File: config.mk
export PLATFORM = sky130hd
export DESIGN_NAME = rom_cksum_engine
export DESIGN_NICKNAME = d
export VERILOG_FILES = /design/src/rtl/rom_cksum_pkg.sv /design/src/rtl/rom_cksum_id_unit.sv /design/src/rtl/rom_cksum_wide_unit.sv /design/src/rtl/rom_cksum_engine.sv
export SDC_FILE = /design/constraint.sdc
export NUM_CORES = 1
export LEC_CHECK = 0
export BUFFER_PORTS_ARGS = -buffer_cell sky130_fd_sc_hd__buf_2
export CAP_MARGIN = 20
export CORE_UTILIZATION = 25
export DETAILED_ROUTE_END_ITERATION = 7
export GPL_ROUTABILITY_DRIVEN = 0
export PLACE_DENSITY = 0.39
export SLEW_MARGIN = 20
export SYNTH_ARGS = -nofsm -noshare
export SYNTH_HDL_FRONTEND = slang
export SYNTH_SLANG_ARGS = --single-unit
File: constraint.sdc
create_clock -name clk -period 3.7 [get_ports clk]
set_input_delay 0.185 -clock clk [delete_from_list [all_inputs] [get_ports clk]]
set_output_delay 0.185 -clock clk [all_outputs]
set_load 0.05 [all_outputs]
File: src/rtl/rom_cksum_pkg.sv
package rom_cksum_pkg;

  // One byte through the identification CRC, data bit 7 first.
  function automatic logic [7:0] id_step(input logic [7:0] c_in, input logic [7:0] b);
    logic [7:0] c;
    logic fb;
    c = c_in;
    for (int i = 7; i >= 0; i--) begin
      fb = b[i] ^ c[7];
      c = {c[6:0], 1'b0};
      if (fb) begin
        c = c ^ 8'h06;
        c[0] = 1'b1;
      end
    end
    return c;
  endfunction

  // One byte through the 32-bit CRC, data bit 0 first.
  function automatic logic [31:0] wide_step(input logic [31:0] c_in, input logic [7:0] b);
    logic [31:0] c;
    logic fb;
    c = c_in;
    for (int i = 0; i < 8; i++) begin
      fb = c[31] ^ b[i];
      c = {c[30:0], 1'b0};
      if (fb) begin
        c = c ^ 32'h04C1_1DB6;
        c[0] = 1'b1;
      end
    end
    return c;
  endfunction

  // Reverse, invert, keep the low half.
  function automatic logic [15:0] wide_fold(input logic [31:0] c);
    logic [31:0] r;
    for (int i = 0; i < 32; i++) r[31-i] = c[i];
    return ~r[15:0];
  endfunction

endpackage

File: src/rtl/rom_cksum_id_unit.sv
module rom_cksum_id_unit
  import rom_cksum_pkg::*;
#(
  parameter int IDX_W      = 7,
  parameter int FULL_BYTES = 16,
  parameter int HI_IDX     = 17
) (
  input  logic             clk,
  input  logic             rst_n,
  input  logic             clr,
  input  logic             acc,
  input  logic [IDX_W-1:0] idx,
  input  logic [7:0]       byte_i,
  output logic [7:0]       id_o,
  output logic [7:0]       id_sub_o
);
  logic [7:0] id_q, lo_q;
  logic       pair_full, pair_high_only;

  assign pair_full      = acc && idx[0] && (int'(idx) < FULL_BYTES);
  assign pair_high_only = acc && (int'(idx) == HI_IDX);
  assign id_sub_o       = id_step(id_q, byte_i);
  assign id_o           = id_q;

  always_ff @(posedge clk or negedge rst_n) begin
    if (!rst_n) begin
      id_q <= 8'hFF;
      lo_q <= 8'h00;
    end else if (clr) begin
      id_q <= 8'hFF;
      lo_q <= 8'h00;
    end else if (acc) begin
      if (!idx[0]) lo_q <= byte_i;
      if (pair_full)           id_q <= id_step(id_step(id_q, byte_i), lo_q);
      else if (pair_high_only) id_q <= id_sub_o;
    end
  end


  id_beyond_chk: assert property (@(posedge clk) disable iff (!rst_n)
    (acc && !clr && int'(idx) > HI_IDX) |=> $stable(id_q));

endmodule

File: src/rtl/rom_cksum_wide_unit.sv
module rom_cksum_wide_unit
  import rom_cksum_pkg::*;
#(
  parameter int IDX_W   = 7,
  parameter int SUB_IDX = 16
) (
  input  logic             clk,
  input  logic             rst_n,
  input  logic             clr,
  input  logic             acc,
  input  logic [IDX_W-1:0] idx,
  input  logic [7:0]       byte_i,
  input  logic [7:0]       id_sub,
  output logic [31:0]      crc_next_o
);
  logic [31:0] crc_q;
  logic [7:0]  lo_q, lo_eff;
  logic        pair_go;

  assign pair_go = acc && idx[0];
  assign lo_eff  = (int'(idx) == SUB_IDX + 1) ? id_sub : lo_q;

  always_comb begin
    crc_next_o = crc_q;
    if (pair_go) crc_next_o = wide_step(wide_step(crc_q, lo_eff), byte_i);
  end

  always_ff @(posedge clk or negedge rst_n) begin
    if (!rst_n) begin
      crc_q <= 32'hFFFF_FFFF;
      lo_q  <= 8'h00;
    end else if (clr) begin
      crc_q <= 32'hFFFF_FFFF;
      lo_q  <= 8'h00;
    end else if (acc) begin
      if (!idx[0]) lo_q <= byte_i;
      crc_q <= crc_next_o;
    end
  end


  wide_idle_chk: assert property (@(posedge clk) disable iff (!rst_n)
    (!acc && !clr) |=> $stable(crc_q));


  wide_even_chk: assert property (@(posedge clk) disable iff (!rst_n)
    (acc && !clr && !idx[0]) |=> $stable(crc_q));

endmodule

File: src/rtl/rom_cksum_engine.sv
module rom_cksum_engine
  import rom_cksum_pkg::*;
#(
  parameter int IMG_BYTES  = 126,
  parameter int ID_BYTES   = 16,
  parameter int ID_SLOT    = 16
) (
  input  logic        clk,
  input  logic        rst_n,
  input  logic        start,
  input  logic        in_valid,
  input  logic [7:0]  in_byte,
  output logic        in_ready,
  output logic        done,
  output logic [7:0]  id_crc,
  output logic [15:0] rom_sum
);
  localparam int IDX_W  = $clog2(IMG_BYTES + 1);
  localparam int HI_IDX = ID_SLOT + 1;
  localparam logic [IDX_W-1:0] LAST_IDX = IDX_W'(IMG_BYTES - 1);

  logic             running;
  logic [IDX_W-1:0] idx;
  logic             accept, last_take;
  logic [7:0]       id_now, id_sub;
  logic [31:0]      crc_next;

  assign in_ready  = running && !start;
  assign accept    = in_valid && in_ready;
  assign last_take = accept && (idx == LAST_IDX);

  always_ff @(posedge clk or negedge rst_n) begin
    if (!rst_n) begin
      running <= 1'b0;
      idx     <= '0;
      done    <= 1'b0;
      id_crc  <= 8'h00;
      rom_sum <= 16'h0000;
    end else begin
      done <= last_take;
      if (start) begin
        running <= 1'b1;
        idx     <= '0;
      end else if (accept) begin
        idx <= idx + 1'b1;
        if (last_take) begin
          running <= 1'b0;
          id_crc  <= id_now;
          rom_sum <= wide_fold(crc_next);
        end
      end
    end
  end

  rom_cksum_id_unit #(
    .IDX_W(IDX_W), .FULL_BYTES(ID_BYTES), .HI_IDX(HI_IDX)
  ) u_id (
    .clk(clk), .rst_n(rst_n), .clr(start), .acc(accept), .idx(idx),
    .byte_i(in_byte), .id_o(id_now), .id_sub_o(id_sub)
  );

  rom_cksum_wide_unit #(
    .IDX_W(IDX_W), .SUB_IDX(ID_SLOT)
  ) u_wide (
    .clk(clk), .rst_n(rst_n), .clr(start), .acc(accept), .idx(idx),
    .byte_i(in_byte), .id_sub(id_sub), .crc_next_o(crc_next)
  );


  done_pulse_chk: assert property (@(posedge clk) disable iff (!rst_n)
    done |=> !done);


  done_ready_chk: assert property (@(posedge clk) disable iff (!rst_n)
    done |-> !in_ready);


  start_arm_chk: assert property (@(posedge clk) disable iff (!rst_n)
    start |=> (running && idx == '0));


  hold_out_chk: assert property (@(posedge clk) disable iff (!rst_n)
    !done |-> ($stable(rom_sum) && $stable(id_crc)));


  idx_bound_chk: assert property (@(posedge clk) disable iff (!rst_n)
    running |-> (idx <= LAST_IDX));

endmodule

Word level (Yosys, flattened, before mapping) --
Index checks and enable logic that the tools add are counted.
Storage, ports and cells: word-level logic and storage cells 225, output and inout bits 26, input port bits 12, register bits after elaboration 81
Cells by class: mux-type cells 115, reductions and logical operators 16, add/sub/neg operators 1, eq/ne operators 3, magnitude comparators 1, bitwise gates (word level) 80
Operators by type and width (number):
- 32-bit two-way mux | 18
- 27-bit two-way mux | 16
- 8-bit two-way mux | 53
- 13-bit NOT | 16
- 3-bit two-way mux | 23
- 2-bit NOT | 23
- 1-bit bitwise XOR | 39
- 16-bit NOT | 1
- 7-bit two-way mux | 2
- 2-bit AND reduction | 4
- 7-bit by 1-bit adder with 7-bit output, second input constant | 1
- 7-bit by 6-bit equality test with 1-bit output, second input constant | 1
- 7-bit equality test, second input constant | 1
- 7-bit by 5-bit < comparator with 1-bit output, second input constant | 1
- 1-bit logical AND | 6
- 2-bit nonzero test | 3
- 1-bit two-way mux | 3
- 3-bit AND reduction | 1
- 3-bit nonzero test | 1
- 2-bit != test, second input constant | 1
- 1-bit zero test | 1
- 1-bit NOT | 1

Depth between registers and ports, before layout --
Gate-level depths: netlist (run 1).
depth in word-level cells 83, mapped depth 12, mapped depth without buffers 11

Modules after synthesis --
Synthesis (run 1) repeated with hierarchy kept, for this count alone.
Unflattened totals: cell total of the unflattened synthesis 595, area, all modules 6256.0 µm²
By module, submodules not included:
- rom_cksum_wide_unit | instances 1, cells an instance 356, sequential area each 1041.0 µm², area each 3478.3 µm²
- rom_cksum_engine | instances 1, cells an instance 117, sequential area each 825.8 µm², area each 1403.8 µm²
- rom_cksum_id_unit | instances 1, cells an instance 122, sequential area each 410.4 µm², area each 1373.8 µm²

Worst setup path before layout (run 1) --
Ideal clock, no wire load.
kind reg-to-reg, start reg u_id.id_q[2], in the netlist u_id.id_o[2], end reg rom_sum[8], buffers on the path 0, stages on the path, launching flop included 11, setup time 0.125 ns, required time 3.575 ns, path slack 0.138 ns, arrival time 3.437 ns, clock period less this slack 3.562 ns, path through dfstp_2 xnor2_4 xnor3_1 mux2i_1 xnor2_4 xor2_2 xnor3_2 xor2_2 mux2_1 xnor2_1 mux2_2
Between the ends: word-level cells in the longest chain between the ends 42, elaborated cells between the ends (all ways) 49, classes of those cells mux: 32; bitwise: 17
Ends and longest elaborated chain:
- start, declared | line rom_cksum_id_unit.sv:17 | logic [7:0] id_q, lo_q;
- start signal, assigned | line rom_cksum_id_unit.sv:34 | if (pair_full) id_q <= id_step(id_step(id_q, byte_i), lo_q);
- start signal, assigned | line rom_cksum_id_unit.sv:35 | else if (pair_high_only) id_q <= id_sub_o;
- 1-bit bitwise XOR * | line rom_cksum_pkg.sv:9 | fb = b[i] ^ c[7];
- 3-bit two-way mux * | line rom_cksum_pkg.sv:11 | if (fb) begin
- 2-bit NOT (no line)
- 3-bit two-way mux | line rom_cksum_pkg.sv:11
- 2-bit NOT (no line)
- 3-bit two-way mux | line rom_cksum_pkg.sv:11
- 8-bit two-way mux * | line rom_cksum_wide_unit.sv:21 | assign lo_eff = (int'(idx) == SUB_IDX + 1) ? id_sub : lo_q;
- 1-bit bitwise XOR | line rom_cksum_pkg.sv:25 | fb = c[31] ^ b[i];
- [... 26 more ...]
- 32-bit two-way mux * | line rom_cksum_wide_unit.sv:25 | if (pair_go) crc_next_o = wide_step(wide_step(crc_q, lo_eff), byte_i);
- 13-bit NOT (no line)
- 27-bit two-way mux | line rom_cksum_pkg.sv:27 | if (fb) begin
- 32-bit two-way mux * | line rom_cksum_wide_unit.sv:25
- 13-bit NOT (no line)
- 27-bit two-way mux * | line rom_cksum_pkg.sv:27
- 32-bit two-way mux * | line rom_cksum_wide_unit.sv:25
- 16-bit NOT * | line rom_cksum_pkg.sv:39 | return ~r[15:0];
- end signal, assigned | line rom_cksum_engine.sv:49 | rom_sum <= wide_fold(crc_next);
- end, declared | line rom_cksum_engine.sv:16 | output logic [15:0] rom_sum
Mark *: on every way between the ends. The rest lies on a longest branch, timed or not. The select of a mux whose other input is x is not followed. A chain may end at the register's enable or synchronous reset.

Worst setup path after layout (run 1) --
start reg u_id.id_q[1], in the netlist u_id.id_o[1], end reg u_wide.crc_q[10]
Between the ends: word-level cells in the longest chain between the ends 41, elaborated cells between the ends (all ways) 57, classes of those cells mux: 36; bitwise: 21
Ends and longest elaborated chain:
- 2-bit NOT (no line)
- 3-bit two-way mux * | line rom_cksum_pkg.sv:11
- 1-bit bitwise XOR * | line rom_cksum_pkg.sv:9
- 3-bit two-way mux * | line rom_cksum_pkg.sv:11
- 2-bit NOT (no line)
- 3-bit two-way mux | line rom_cksum_pkg.sv:11
- 8-bit two-way mux * | line rom_cksum_wide_unit.sv:21
- 1-bit bitwise XOR | line rom_cksum_pkg.sv:25
- [... 25 more ...]
- 32-bit two-way mux * | line rom_cksum_wide_unit.sv:25
- 27-bit two-way mux | line rom_cksum_pkg.sv:27
- 32-bit two-way mux * | line rom_cksum_wide_unit.sv:25
- 13-bit NOT (no line)
- 27-bit two-way mux * | line rom_cksum_pkg.sv:27
- 32-bit two-way mux * | line rom_cksum_wide_unit.sv:25
- 32-bit two-way mux * | line rom_cksum_wide_unit.sv:35 | end else if (acc) begin
- 32-bit two-way mux * | line rom_cksum_wide_unit.sv:32 | end else if (clr) begin
- end signal, assigned | line rom_cksum_wide_unit.sv:37 | crc_q <= crc_next_o;
- end, declared | line rom_cksum_wide_unit.sv:16 | logic [31:0] crc_q;
Marks and branches as above.

==> impl_metrics.tcl, run 1 <==
set metrics [dict create \
    status "complete, but fails checks" \
    violations "DRC, hold timing" \
    gr-total-overflow 0 \
    fin_hold_ws_ps -33.7 \
    async_flop_share_pct 100 \
    maxSlewViolCount 0 \
    irDropWorstVdd_mv 0.271 \
    power_frac_seq_pct 22.0 \
    synth.top_cell.area_share_pct 18.5 \
    die_y_um 153 \
    drc_errors 1 \
    cp_max_fo 6 \
    maxSlewHeadroom_pct 36.0 \
    final_cells 878 \
    reg2reg_slack_ps 170 \
    internal_power_uw 3000 \
    period_needed_ps 3530 \
    hold_viol 16 \
    post-route-period-util_pct 95.5 \
    synth_area_leaders "dfstp_2 19%, xnor2_1 19%, dfrtp_1 18%" \
    setup_viol 0 \
    dieArea_um2 23300 \
    powerDensity_nw_per_um2 727 \
    area_growth_pct 18.8 \
    cts_made_buffers 9 \
    drtIter0Drc 122 \
    ys_seq_elements 81 \
    hp-class "in2async" \
    grt_max_degree 70 \
    place_hpwl_um 11400 \
    grt_pass1_wl_um 24500 \
    layout_common_cells "116 x xnor2_1, 58 x nand2_1, 41 x dfrtp_1, 40 x dfstp_2, 36 x buf_2" \
    core_area_um2 22000 \
    antenna_found_initial 0 \
    clockBufferDepth 2 \
    cp.required_ps 3980 \
    reg2reg_depth 10 \
    firstDrtPassIters 8 \
    critical_path_class "reg2reg" \
    ys_seq_area_share_pct 36.6 \
    routed_wl_um 15500 \
    swShare_pct 38.8 \
    start_util_pct 25.7 \
    avgViaCountPerCell 4.33 \
    layout-drive-gt1-share_pct 28.3 \
    reg2reg_from "u_id.id_o[1]$_DFFE_PN1P_" \
    combPwrFrac_pct 59.6 \
    avgSynthCellArea_um2 10.7 \
    wl_per_cell_um 17.6 \
    diodes 0 \
    syn-num-nets 545 \
    vias 3803 \
    synth_area_um2 5670 \
    port_buffers 37 \
    synthCells 531 \
    cts_num_sinks 81 \
    nets 607 \
    dp_cells 860 \
    die_w_um 153 \
    startpoint_type "flip-flop" \
    fin_worst_skew_ps 13.9 \
    maxCapViolCount 0 \
    clk_latency_ps 360 \
    htreeDepth 3 \
    ys.flop_type "dfrtp_1" \
    p_clk_share_pct 18.4 \
    p_leak_uw 0.00284 \
    cts.root.buffer_cell "clkbuf_16" \
    std_cell_rows 54 \
    synth-edff-count 0 \
    grt_util_all_layers_pct 14.0 \
    synth.largest_area_cell "dfstp_2" \
    cp.arrival_ps 3820 \
    crit_path_end_kind "flip-flop" \
    final_common_cell "xnor2_1" \
    ctsHoldBuffers 0 \
    io_pins 38 \
    clk_transition_reported_paths_ps 70 \
    r2r-end "u_wide.crc_q[10]$_DFFE_PN1P_" \
    worst_pin_slew_ps 959 \
    drtAntennaViolNets 0 \
    cts_tree "done" \
    fmax_ghz 0.283 \
    grt_pass1_vias 4036 \
    synth-warning-count 0 \
    synth_cell_type_count 44 \
    power_switching_uw 1900 \
    rsz0062_at_grt "no" \
]
[worst max path at each step]
| stage | endpoint | start | cells past startpoint | slack, ps |
|---|---|---|---|---|
| after floorplan | rom_sum[8]$_DFFE_PN0P_ | u_id.id_o[2]$_DFFE_PN1P_ | 10 | 140 |
| after global placement | u_wide.crc_q[7]$_DFFE_PN1P_ | u_id.id_o[1]$_DFFE_PN1P_ | 11 | -90 |
| after detailed placement | u_wide.crc_q[7]$_DFFE_PN1P_ | u_id.id_o[1]$_DFFE_PN1P_ | 11 | 50 |
| after CTS | u_wide.crc_q[10]$_DFFE_PN1P_ | u_id.id_o[3]$_DFFE_PN1P_ | 12 | 40 |
| after global routing | u_wide.crc_q[10]$_DFFE_PN1P_ | u_id.id_o[4]$_DFFE_PN1P_ | 12 | 0.1 |
| final | u_wide.crc_q[10]$_DFFE_PN1P_ | u_id.id_o[1]$_DFFE_PN1P_ | 10 | 170 |
[state kept, by name, indices dropped and copies added, names as in the netlist]
signal and cells:
rom_sum 16, u_wide.lo_q 8, idx 7, running 1, id_crc 8, u_id.id_o 8
u_wide.crc_q 32, done 1
[worst max-delay path: stages, from the launching register on]
cell     delay [ps]
dfstp_2         560
xnor2_1         170
xnor3_2         540
mux2i_4         250
xnor2_4         190
xnor2_2         260
xnor3_2         400
xor3_2          440
xnor3_1         390
xnor2_1         130
o21ai_1         130
[power groups by stage]
stage / registers (uW) / clock network, uW / logic [uW]
global route: 1090 / 963 / 3180
CTS: 1080 / 929 / 2940
finish: 1080 / 900 / 2920
detailed placement: 1090 / 0 / 2910
global placement: 1090 / 0 / 2940
floorplan: 1070 / 0 / 2140
[stage by stage]
step                setup TNS [ps]  total power, uW  setup slack [ps]  utilization [%]  area, um^2
global placement              -157             4030             -92.8             29.0        6380
finish                           0             4900               166             30.6        6730
floorplan                        0             3210               138                -        5670
global route                     0             5230             0.119             30.6        6730
CTS                              0             4940              44.8             30.3        6680
detailed placement               0             4000              47.6             29.0        6380
[cell usage after synthesis, types with 2 or more instances]
cell type,count
nand2b_1,16
xnor3_1,14
o21ai_0,33
a21oi_1,33
nand2_1,58
and2_1,3
nand3_1,6
nand3b_1,3
xor2_2,4
o21bai_1,4
a22o_1,3
xor2_1,34
mux2i_4,2
xnor2_2,9
nor2_1,24
dfrtp_1,41
nor3_1,12
mux2_2,8
xnor3_2,2
xor3_1,5
nand4_1,2
xnor2_1,120
and3_1,5
xnor2_4,5
mux2i_1,8
ha_1,2
o21ai_1,2
clkbuf_1,18
dfstp_2,40
[layer usage]
| layer | vias up | global-route usage, % | wire length, um |
|---|---|---|---|
| li1 | 1872 | - | - |
| met1 | 1871 | 17.5 | 7030 |
| met2 | 42 | 24.2 | 7750 |
| met3 | 18 | 2.30 | 379 |
| met4 | 0 | 4.95 | 296 |
| met5 | - | 0 | 0 |
[area by class of cell]
class	count	area, um^2
repair buffers	72	463
well taps	280	350
clock inverters	4	33.8
multi-input cells	427	3550
flip-flops and latches	81	2080
inverters	2	7.51
clock buffers	12	256
fillers	2315	15300
[what timing repair did]
item | in CTS | in global routing
buffers inserted | 0 | 1
pin swaps | 0 | 1
setup endpoints to repair | 2 | 9
resized for setup | 1 | 8
[cell families after synthesis]
kind of cell    synth area share [%]
fa+ha+maj                      0.441
simple gates                    10.8
xor+xnor                        38.9
buf+inv                         1.61
mux                             4.24
compound gates                  7.39
flops                           36.6
(Power assumes the default switching activity.)
==> run 2: changes to the inputs <==
--- a/config.mk
+++ b/config.mk
@@ -5,6 +5,7 @@
 export SDC_FILE = /design/constraint.sdc
 export NUM_CORES = 1
 export LEC_CHECK = 0
+export ABC_AREA = 1
 export BUFFER_PORTS_ARGS = -buffer_cell sky130_fd_sc_hd__buf_2
 export CAP_MARGIN = 20
 export CORE_UTILIZATION = 25
==> impl_metrics.tcl, run 2 <==
set metrics [dict create \
    status "complete, but fails checks" \
    violations "hold timing" \
    synth-edff-count 0 \
    reg_top3 "u_wide.crc_q x32, rom_sum x16" \
    grt_pass1_vias 6193 \
    synth.largest_area_cell "nand2_1" \
    dieArea_um2 28300 \
    largest_reg_flops 32 \
    gr-total-overflow 0 \
    cp.required_ps 3940 \
    finalPower_uw 5840 \
    avgSynthCellArea_um2 6.93 \
    fin_util_pct 28.8 \
    avgViaCountPerCell 4.55 \
    layout-drive-gt1-share_pct 22.3 \
    cp_max_fo 14 \
    grt_pass1_wl_um 37300 \
    final_common_cell "nand2_1" \
    ys.flop_type "dfrtp_1" \
    io_pins 38 \
    dp_cells 1370 \
    area_growth_pct 12.7 \
    synthTopCellsByCount "382 x nand2_1, 116 x nand3_1, 77 x inv_1" \
    period_needed_ps 3380 \
    crit_path_end_kind "flip-flop" \
    cts.root.buffer_cell "clkbuf_16" \
    rsz0062_at_grt "no" \
    die_w_um 168 \
    nets 1054 \
    core_area_um2 27000 \
    cts_setup_buffers 0 \
    port_buffers 37 \
    ys_seq_area_share_pct 30.0 \
    reg2reg_slack_ps 320 \
    powerDensity_nw_per_um2 749 \
    grt_max_degree 67 \
    maxCapViolCount 0 \
    worst_pin_slew_ps 932 \
    synthCells 998 \
    fillCellCount 2991 \
    reg2reg_from "idx[1]$_DFFE_PN0P_" \
    drc_errors 0 \
    drtAntennaViolNets 0 \
    largest-register "u_wide.crc_q" \
    die_y_um 168 \
    hp-class "in2async" \
    htreeDepth 3 \
    maxSlewHeadroom_pct 37.9 \
    cp.arrival_ps 3620 \
    maxSlewViolCount 0 \
    post-route-period-util_pct 91.4 \
    synth_cell_type_count 47 \
    fin_hold_ws_ps -30.9 \
    synth-warning-count 0 \
    clockBufferDepth 2 \
    fmax_ghz 0.296 \
    synth_area_leaders "nand2_1 21%, dfstp_2 15%, dfrtp_1 15%" \
    crit_start "idx[1]$_DFFE_PN0P_" \
    start_util_pct 25.6 \
    final_cells 1386 \
    setup_viol 0 \
    clk_transition_reported_paths_ps 70 \
    drtIter0Drc 395 \
    cts_made_buffers 9 \
    fin_worst_skew_ps 20.8 \
    async_flop_share_pct 100 \
    cts_tree "done" \
    cts_num_sinks 81 \
    syn-num-nets 1012 \
    clk_latency_ps 360 \
    critical_path_class "reg2reg" \
    vias 6308 \
    fin_tns_setup_ps 0 \
    diodes 0 \
    cts_resized 0 \
    hold_viol 22 \
    ctsHoldBuffers 0 \
    synth.top_cell.area_share_pct 20.7 \
    yosysMostFrequentCell "nand2_1" \
    wl_per_cell_um 17.2 \
    layout_common_cells "382 x nand2_1, 116 x nand3_1, 77 x inv_1, 69 x xor2_1" \
    p_leak_uw 0.00406 \
    irDropWorstVdd_mv 0.256 \
    ys_seq_elements 81 \
    firstDrtPassIters 5 \
    grt_util_all_layers_pct 17.5 \
    std_cell_rows 60 \
    startpoint_type "flip-flop" \
    place_hpwl_um 18400 \
    synth_area_um2 6920 \
    antenna_found_initial 0 \
    routed_wl_um 23900 \
]
-- run 2: cell count changes after synthesis, sizes merged, moves of 11 or more --
cell	previous run	this run
nand2	58	450
nand3	6	135
xnor2	134	25
inv	2	102
xor2	39	71
a21oi	33	13
nand2b	16	0
xnor3	16	0
mux2i	11	0
-- run 2: metrics by stage --
stage / area (um^2) / setup WS (ps)
4_1_cts: 7790 / 295
6_report: 7790 / 319
2_1_floorplan: 6920 / 758
3_5_place_dp: 7520 / 299
5_1_grt: 7790 / 3.72
3_3_place_gp: 7520 / 294
-- run 2: cell type report --
class	count	area, um^2	area share [%]
multi-input combinational	796	4350	55.8
clock buffer	12	236	3.04
sequential	81	2080	26.7
tap	341	427	5.48
inverter	105	408	5.24
timing repair buffer	47	263	3.37
clock inverter	4	30.0	0.385
-- run 2: kinds of logic (layout without fill, tap and decap cells) --
| kind of cell | count (synthesis) | in the layout | share of synthesized area [%] |
|---|---|---|---|
| adders and majority gates | 2 | 2 | 0.362 |
| xor gates and xnor gates | 96 | 96 | 12.9 |
| buffers and inverters | 121 | 168 | 7.06 |
| AOI/OAI and AO/OA | 71 | 71 | 5.86 |
| DFF | 81 | 81 | 30.0 |
| and+or+nand+nor | 627 | 627 | 43.8 |
-- run 2: worst paths after layout --
kind / to / cells past startpoint
setup / recovery: rom_sum[6]$_DFFE_PN0P_ / 24
hold / removal: id_crc[3]$_DFFE_PN0P_ / 1
setup reg to reg: rom_sum[6]$_DFFE_PN0P_ / 24
hold reg to reg: rom_sum[14]$_DFFE_PN0P_ / 2
max in group asynchronous: rom_sum[11]$_DFFE_PN0P_ / 2
min in group clk: u_wide.lo_q[1]$_DFFE_PN0P_ / 3
-- run 2: where the power goes --
group / total, uW / internal (uW) / switching [uW]
logic: 3820 / 1240 / 2580
registers: 1140 / 1050 / 91.0
clock network: 880 / 460 / 420
-- run 2: routing by layer --
metal | vias up | global-route usage (%) | part of all wire (%)
met5 | - | 0 | 0
li1 | 3225 | - | -
met1 | 2940 | 24.9 | 50
met3 | 21 | 2.16 | 3.0
met2 | 122 | 27.7 | 45
met4 | 0 | 5.14 | 1.6
-- run 2: critical path, cell delays in order (launching register included) --
cell      delay, ps
dfrtp_1         400
inv_1            70
ha_1            210
nand2_1         100
nor3_2           50
nand2_2          80
clkinv_2        240
nand3_1         230
nand3_1         140
nand2_4         210
nand2_2         110
nand2_4         180
inv_2            90
nand3_1         110
nand3_2         120
nand2_4         140
inv_2            50
nand2_2         100
nand2_4          80
nand2_1          60
nand2_1          50
nand2_1         100
nand2_1         170
nand2_1         120
nand2_1          50
